**src/rtl/uart_regfront.sv**
```systemverilog
module uart_regfront #(
  parameter int DEPTH = 16
) (
  input  logic        clk,
  input  logic        rst_n,
  input  logic        bus_sel,
  input  logic        bus_wr,
  input  logic        bus_byte,
  input  logic [7:0]  bus_addr,
  input  logic [31:0] bus_wdata,
  output logic [31:0] bus_rdata,
  input  logic        rx_valid,
  input  logic [7:0]  rx_data,
  output logic        tx_valid,
  output logic [7:0]  tx_data,
  input  logic        tx_ready,
  output logic        irq
);
  localparam int PW = $clog2(DEPTH);
  localparam int CW = $clog2(DEPTH + 1);
  localparam logic [5:0] IDX_DATA = 6'd0, IDX_TXF = 6'd1, IDX_RXE = 6'd2,
                         IDX_RAW = 6'd3, IDX_PEND = 6'd4, IDX_EN = 6'd5;

  logic [7:0]    fifo_mem [DEPTH];
  logic [PW-1:0] rd_ptr, wr_ptr;
  logic [CW-1:0] rx_count, count_nxt;
  logic          tx_full;
  logic [7:0]    tx_hold;
  logic [1:0]    ev_pend, ev_en;

  wire       misal   = bus_byte && (bus_addr[1:0] != 2'b00);
  wire [5:0] idx     = bus_addr[7:2];
  wire       wr_ok   = bus_sel && !misal && bus_wr;
  wire       rd_ok   = bus_sel && !misal && !bus_wr;
  wire       rx_empty = (rx_count == '0);
  wire       push    = rx_valid && (rx_count != CW'(DEPTH));
  wire       pop     = rd_ok && (idx == IDX_DATA) && !rx_empty;
  wire       tx_load = wr_ok && (idx == IDX_DATA) && !tx_full;
  wire       tx_take = tx_full && tx_ready;
  wire       wr_pend = wr_ok && (idx == IDX_PEND);
  wire       wr_en   = wr_ok && (idx == IDX_EN);
  wire       rx_reeval = wr_pend || wr_en || push || (pop && count_nxt == '0);

  assign count_nxt = rx_count + CW'(push) - CW'(pop);

  always_ff @(posedge clk) begin
    if (push) fifo_mem[wr_ptr] <= rx_data;
  end

  always_ff @(posedge clk or negedge rst_n) begin
    if (!rst_n) begin
      rd_ptr   <= '0;
      wr_ptr   <= '0;
      rx_count <= '0;
    end else begin
      if (push) wr_ptr <= wr_ptr + 1'b1;
      if (pop)  rd_ptr <= rd_ptr + 1'b1;
      rx_count <= count_nxt;
    end
  end

  always_ff @(posedge clk or negedge rst_n) begin
    if (!rst_n) begin
      tx_full <= 1'b0;
      tx_hold <= '0;
    end else if (tx_load) begin
      tx_full <= 1'b1;
      tx_hold <= bus_wdata[7:0];
    end else if (tx_take) begin
      tx_full <= 1'b0;
    end
  end

  always_ff @(posedge clk or negedge rst_n) begin
    if (!rst_n) begin
      ev_pend <= '0;
      ev_en   <= '0;
    end else begin
      if (tx_take)                      ev_pend[0] <= 1'b1;
      else if (wr_pend && bus_wdata[0]) ev_pend[0] <= 1'b0;
      if (rx_reeval)                    ev_pend[1] <= (count_nxt != '0);
      if (wr_en)                        ev_en <= bus_wdata[1:0];
    end
  end

  always_comb begin
    bus_rdata = '0;
    if (rd_ok) begin
      case (idx)
        IDX_DATA: bus_rdata[7:0] = rx_empty ? 8'h00 : fifo_mem[rd_ptr];
        IDX_TXF:  bus_rdata[0]   = tx_full;
        IDX_RXE:  bus_rdata[0]   = rx_empty;
        IDX_RAW:  bus_rdata[1:0] = {!rx_empty, tx_full};
        IDX_PEND: bus_rdata[1:0] = ev_pend;
        IDX_EN:   bus_rdata[1:0] = ev_en;
        default:  bus_rdata      = '0;
      endcase
    end
  end

  assign tx_valid = tx_full;
  assign tx_data  = tx_hold;
  assign irq      = |(ev_en & ev_pend);
endmodule

```
**config.mk**
```make
export PLATFORM = sky130hd
export DESIGN_NAME = uart_regfront
export DESIGN_NICKNAME = d
export VERILOG_FILES = /design/src/rtl/uart_regfront.sv
export SDC_FILE = /design/constraint.sdc
export NUM_CORES = 1
export LEC_CHECK = 0
export CAP_MARGIN = 20
export CORE_ASPECT_RATIO = 0.75
export CORE_MARGIN = 4
export CORE_UTILIZATION = 40
export CTS_CLUSTER_SIZE = 25
export DETAILED_ROUTE_END_ITERATION = 10
export HOLD_SLACK_MARGIN = 0.15
export PLACE_DENSITY_LB_ADDON = 0.2
export SYNTH_ARGS = -nofsm -noshare
export SYNTH_HDL_FRONTEND = slang
export SYNTH_SLANG_ARGS = --single-unit
```
**constraint.sdc**
```tcl
create_clock -name clk -period 3.15 [get_ports clk]
set_input_delay 0.63 -clock clk [delete_from_list [all_inputs] [get_ports clk]]
set_output_delay 0.63 -clock clk [all_outputs]
set_load 0.01 [all_outputs]
```
=== Word-level counts from Yosys, hierarchy flattened ===
Memory sizes are Yosys's and may differ from the RTL's.
Index checks and enable logic that the tools add are counted.
W data, S select, Z words.

* Memories: 1
* Bits in writable memories: 128
* Logic and storage cells: 61
* Bits in registers: 26

* $add $sub $neg: 4
* Reduce and logical (&&, ||, !) cells: 30
* Muxes and demuxes: 11
* Eq/ne operators: 6
* Bitwise operators: 1

{| class="wikitable"
|+ Memory list
! name !! words !! width !! rd ports !! clocked after Yosys merged registers in !! write ports !! RTL line !! source
|-
| fifo_mem || 16 || 8 || 1 || 0 || 1 || 24 || <nowiki>logic [7:0] fifo_mem [DEPTH];</nowiki>
|}

{| class="wikitable"
|+ Operators with widths
! operator !! count
|-
| $mux W8 || 2
|-
| $logic_and A1 B1 Y1 || 14
|-
| $eq A6 B2 Y1 const B || 2
|-
| $eq A6 B3 Y1 const B || 2
|-
| $logic_not A5 Y1 || 2
|-
| $add A4 B1 Y4 const B || 2
|-
| $eq A6 B1 Y1 const B || 1
|-
| $logic_not A6 Y1 || 1
|-
| $mux W1 || 6
|-
| $mux W6 || 1
|-
| $reduce_bool A2 Y1 || 3
|-
| $add A5 B1 Y5 || 1
|-
| $ne A5 B5 Y1 const B || 1
|-
| $pmux W1 S5 || 1
|-
| $reduce_bool A5 Y1 || 1
|-
| $sub A5 B1 Y5 || 1
|-
| $logic_not A1 Y1 || 4
|-
| $pmux W1 S4 || 1
|-
| $reduce_or A2 Y1 || 2
|-
| $logic_or A1 B1 Y1 || 3
|-
| $and A2 B2 Y2 || 1
|}

=== Depth between registers and ports, before layout ===
* Depth in word-level cells: 11
* Depth in mapped cells: 16
* Depth with buffers taken out: 16

=== Worst setup path after synthesis ===
OpenSTA, ideal clock, no wires.

* Path kind: input port to flip-flop
* From: in bus_addr[5]
* To: reg ev_pend[1]
* Path slack: 248 ps
* Library setup time: 140 ps
* Arrival time: 2762 ps
* Stages: 14
* Path through: nor4_4 and3b_1 nand2_2 inv_2 ha_1 inv_1 ha_1 inv_1 fa_1 nand2b_1 a21oi_1 nor2_1 xor2_1 a41oi_2

* Longest elaborated chain between the ends: 7

{| class="wikitable"
|+ RTL lines
! item !! RTL line !! source
|-
| from (decl) || 9 || <nowiki>input logic [7:0] bus_addr,</nowiki>
|-
| $logic_not A6 Y1 * || 37 || <nowiki>wire pop = rd_ok && (idx == IDX_DATA) && !rx_empty;</nowiki>
|-
| $logic_and A1 B1 Y1 * (2 in a row) || 37 ||
|-
| via pop || 37 ||
|-
| $sub A5 B1 Y5 || 44 || <nowiki>assign count_nxt = rx_count + CW'(push) - CW'(pop);</nowiki>
|-
| $logic_not A5 Y1 || 42 || <nowiki>wire rx_reeval = wr_pend || wr_en || push || (pop && count_nxt == '0);</nowiki>
|-
| $logic_and A1 B1 Y1 || 42 ||
|-
| $logic_or A1 B1 Y1 || 42 ||
|-
| to (signal assigned) || 81 || <nowiki>if (rx_reeval) ev_pend[1] <= (count_nxt != '0);</nowiki>
|-
| to (decl) || 29 || <nowiki>logic [1:0] ev_pend, ev_en;</nowiki>
|}

The timed path passes the listed nets; every way through them passes the cells marked *.
A chain may end at the register's enable or synchronous reset.

=== Worst setup path in the final report ===
* From: reg rd_ptr[0]
* To: out bus_rdata[1]

* Longest elaborated chain between the ends: 4

{| class="wikitable"
|+ RTL lines
! item !! RTL line !! source
|-
| from (decl) || 25 || <nowiki>logic [PW-1:0] rd_ptr, wr_ptr;</nowiki>
|-
| from (signal assigned) || 57 || <nowiki>if (pop) rd_ptr <= rd_ptr + 1'b1;</nowiki>
|-
| $mem_v2 Z16 W8 || - ||
|-
| $mux W8 || 90 || <nowiki>IDX_DATA: bus_rdata[7:0] = rx_empty ? 8'h00 : fifo_mem[rd_ptr];</nowiki>
|-
| $pmux W1 S4 || 89 || <nowiki>case (idx)</nowiki>
|-
| $mux W8 || 88 || <nowiki>if (rd_ok) begin</nowiki>
|-
| to (decl) || 11 || <nowiki>output logic [31:0] bus_rdata,</nowiki>
|}

No other way between the ends.

==> impl_metrics.py <==
metrics = {
    "timing": {
        "slew_headroom_pct": 59.7,
        "worst_pin_slew_ps": 602,
        "finalSetupViolCount": 0,
        "report.final.hold_viol_count": 0,
        "final_max_slew_viol_count": 0,
        "grt_setup_unrepaired": "no",
        "tcrit_tclk_final_pct": 96.6,
        "skew_ps": 7.90,
        "timing.final.crit_period_ps": 3040,
        "max_freq_mhz": 329,
    },
    "routing": {
        "route.detailed.drc": 0,
        "antenna_left": 0,
        "drt_first_iter_violations": 282,
        "detail_route.wirelength_mm": 13.7,
        "vias": 3583,
        "post_drt_via_cell_ratio": 5.10,
        "routed_wire_length_per_instance_um": 19.5,
        "number_of_iterations_in_the_first_detailed_routing_pass": 4,
    },
    "clocking": {
        "clockRootBuffer": "sky130_fd_sc_hd__clkbuf_16",
        "clk-insertion-delay-late_ps": 420,
        "max-clock-path-buffers": 2,
        "numCtsBuffers": 17,
        "clock_pin_slew_on_the_worst_setup_and_hold_paths_ps": 60,
        "cts_tree": "yes",
        "cts_max_level": 4,
        "cts_hold_buffers": 0,
        "clock_net_sink_count": 154,
    },
    "place": {
        "gp_congestion": 0.827,
        "place.port_buffers": 48,
        "dpl.hpwl_mm": 8.78,
        "dpl_cell_area_um2": 7480,
    },
    "die": {
        "die_h_um": 120,
        "number_of_i_o_pins": 97,
        "initial_core_util_pct": 41.1,
        "core_um2": 16200,
        "floorplan.die_area_um2": 18800,
        "core.rowCount": 40,
        "die-width_um": 157,
    },
    "synth": {
        "yosysUniqueCellTypes": 46,
        "yosys.area.top_type": "sky130_fd_sc_hd__edfxtp_1",
        "ys_top_cells_by_area": "sky130_fd_sc_hd__edfxtp_1 58%, sky130_fd_sc_hd__mux4_2 11%, sky130_fd_sc_hd__dfrtp_1 9.8%",
        "async_reset_ff_share_pct": 16.9,
        "synth-main-ff-cell": "sky130_fd_sc_hd__edfxtp_1",
        "synth-seq-cells": 154,
        "netlist_area_um2": 6650,
        "yosys_top_cell_area_share_pct": 57.8,
        "synth-warning-count": 0,
        "synth_sequential_area_ratio_pct": 67.6,
        "synth-edff-count": 128,
        "postSynthCellCount": 388,
        "postSynthAreaPerCell_um2": 17.1,
    },
    "worst_setup_path": {
        "timing.critical_path.to_type": "output pin",
        "slowest_stage": "sky130_fd_sc_hd__mux4_2",
        "critPathTopFamily": "buffers and inverters",
        "cp-startpoint": "rd_ptr[0]",
        "crit_path_cell_trace": "buf_12, buf_4, mux4_2, a22oi_2, a31oi_1, a31o_2, dlygate4sd2_1",
        "data_required_critical_path_ps": 2520,
        "setup.worst_path.start_class": "flop",
        "path_buf_inv": 3,
        "cp_data_arrival_time_ps": 2410,
        "cpPeakStageDelay_ps": 520,
        "critical_path_peak_fanout": 8,
        "r2r-start": "rx_count[2]",
        "criticalPathCategory": "reg -> out",
    },
    "hold_path": {
        "timing.hold.worst.start": "tx_data[1]",
        "hold_path_class": "reg -> reg",
    },
    "layout": {
        "diodes": 0,
        "layout-area-overhead-vs-synth_pct": 23.7,
        "fin_nets": 547,
        "post-route-cell-area_um2": 8220,
        "fraction_of_final_layout_cells_with_drive_strength_greater_than_1_pct": 28.2,
    },
    "power_and_ir_drop": {
        "switching_share_pct": 26.5,
        "comb_power_share_pct": 18.7,
        "cellInternalPower_uw": 4100,
        "powerDensity_nw_per_um2": 679,
        "peakVddDrop_mv": 0.345,
        "pwr-share-seq_pct": 46.6,
        "relative_contribution_of_the_clock_network_to_total_power_pct": 34.7,
        "design_power_total_uw": 5580,
        "total_leakage_power_uw": 0.00298,
        "netSwitchingPower_uw": 1480,
    },
    "grt": {
        "grt_first_pass_wirelength_mm": 21.1,
        "grt_usage_pct": 15.2,
        "maximum_number_of_pins_on_one_net_before_global_route_repair": 35,
        "vias_in_the_first_global_route": 3654,
        "grt.overflow.total": 0,
        "initial_antenna_violation_count": 0,
    },
    "outcome": {
        "run_status": "completed",
    },
    "run": {
        "drv_cap": 0,
    },
}
## cells in the final DEF, fill, tap and decap left out, drive strengths merged, types with 3 or more instances in the layout
cell             n
clkinvlp         3
mux4            32
inv             20
nor3             7
conb            24
a21oi            4
edfxtp         128
nor2b            9
dlymetal6s2s     3
ha              11
nand3            8
buf             43
o21ai            3
clkbuf          18
nor2            10
xnor2            9
and2             5
mux2            10
clkdlybuf4s50   37
dfrtp           26
clkinv           9
dlygate4sd2      8
nand2           13
mux2i            6
a211oi          13
nor4             6
## worst reg2reg max path, cell delays in order (launching register included)
cell and delay (ps):
sky130_fd_sc_hd__dfrtp_1 390, sky130_fd_sc_hd__inv_2 70, sky130_fd_sc_hd__ha_2 170, sky130_fd_sc_hd__nor4b_4 200
sky130_fd_sc_hd__and3b_2 250, sky130_fd_sc_hd__nand2_2 70, sky130_fd_sc_hd__inv_2 40, sky130_fd_sc_hd__ha_1 260
sky130_fd_sc_hd__inv_1 60, sky130_fd_sc_hd__ha_2 180, sky130_fd_sc_hd__inv_1 50, sky130_fd_sc_hd__fa_1 380
sky130_fd_sc_hd__nand2b_4 150, sky130_fd_sc_hd__a21oi_2 120, sky130_fd_sc_hd__nor2_1 60, sky130_fd_sc_hd__xor2_1 200
sky130_fd_sc_hd__a41oi_2 130
## cell families (layout without fill, tap and decap cells)
| logic type | after synthesis | in the layout | synth area share (%) |
|---|---|---|---|
| simple gates | 69 | 69 | 6.19 |
| flops | 154 | 154 | 67.6 |
| compound gates | 32 | 32 | 3.58 |
| mux | 48 | 48 | 13.4 |
| xor+xnor | 11 | 11 | 1.45 |
| other cells | 1 | 24 | 0.0564 |
| fa+ha+maj | 12 | 12 | 2.37 |
| buf+inv | 61 | 143 | 5.31 |
## timing repair
item                       in CTS  in global routing
pin swaps                       1                  0
gates resized for setup        12                 18
setup endpoints to repair       8                  7
buffers inserted                1                  9
gates cloned                    1                  0
## layer usage
| layer | routed length [um] | up-vias | global-route usage, % | part of all wire, % |
|---|---|---|---|---|
| li1 | - | 1630 | - | - |
| met1 | 6230 | 1857 | 21.7 | 45 |
| met2 | 6520 | 88 | 22.9 | 48 |
| met3 | 854 | 8 | 4.76 | 6.2 |
| met4 | 111 | 0 | 3.74 | 0.81 |
| met5 | 0 | - | 0 | 0 |
## power groups by stage
stage / sequential [uW] / clock, uW / combinational (uW)
after floorplan: 2580 / 0 / 684
after global placement: 2620 / 0 / 931
after detailed placement: 2640 / 0 / 955
after CTS: 2600 / 1970 / 982
after global routing: 2620 / 2080 / 1150
final: 2600 / 1940 / 1050
## Yosys cell counts (4+ instances only)
library cell / instances
sky130_fd_sc_hd__mux4_2: 32
sky130_fd_sc_hd__nand2_1: 12
sky130_fd_sc_hd__mux2_2: 9
sky130_fd_sc_hd__clkbuf_1: 7
sky130_fd_sc_hd__dfrtp_1: 26
sky130_fd_sc_hd__a211oi_1: 13
sky130_fd_sc_hd__buf_2: 6
sky130_fd_sc_hd__nor2b_1: 9
sky130_fd_sc_hd__nor2_1: 10
sky130_fd_sc_hd__edfxtp_1: 128
sky130_fd_sc_hd__a21oi_1: 4
sky130_fd_sc_hd__mux2i_1: 6
sky130_fd_sc_hd__buf_4: 25
sky130_fd_sc_hd__ha_1: 11
sky130_fd_sc_hd__xnor2_1: 9
sky130_fd_sc_hd__and2_1: 5
sky130_fd_sc_hd__nor3_1: 6
sky130_fd_sc_hd__nor4_1: 5
sky130_fd_sc_hd__nand3_1: 8
sky130_fd_sc_hd__inv_1: 19
## flip-flops by register name (all words and copies together), names as in the netlist
register and cells:
rd_ptr 4, tx_valid 1, wr_ptr 4, fifo_mem 128, rx_count 5, ev_en 2, ev_pend 2, tx_data 8
## layout make-up
class / count / area (um2)
well taps: 210 / 263
multi-input cells: 196 / 1970
inverters: 20 / 75.1
repair buffers: 91 / 858
clock inverters: 14 / 131
fillers: 1324 / 7940
flip-flops and latches: 154 / 4500
clock buffers: 18 / 429
## final timing paths
check	end	slack (ps)	cells past startpoint
min in group asynchronous	rx_count[2]	590	2
hold / removal	tx_data[1]	500	1
max in group asynchronous	rd_ptr[0]	2270	2
setup reg to reg	ev_pend[1]	230	16
setup / recovery	bus_rdata[1]	110	7
hold reg to reg	tx_data[1]	500	1
## stage by stage
step	std cells	TNS [ps]	hold slack (ps)	setup slack [ps]	util [%]
CTS	694	-159	504	-148	50.0
global route	703	0	527	3.86	50.9
finish	703	0	499	108	50.9
detailed placement	660	-2500	487	-353	46.3
floorplan	411	0	334	248	-
global placement	660	-2310	487	-342	46.3
(Power assumes the default switching activity.)
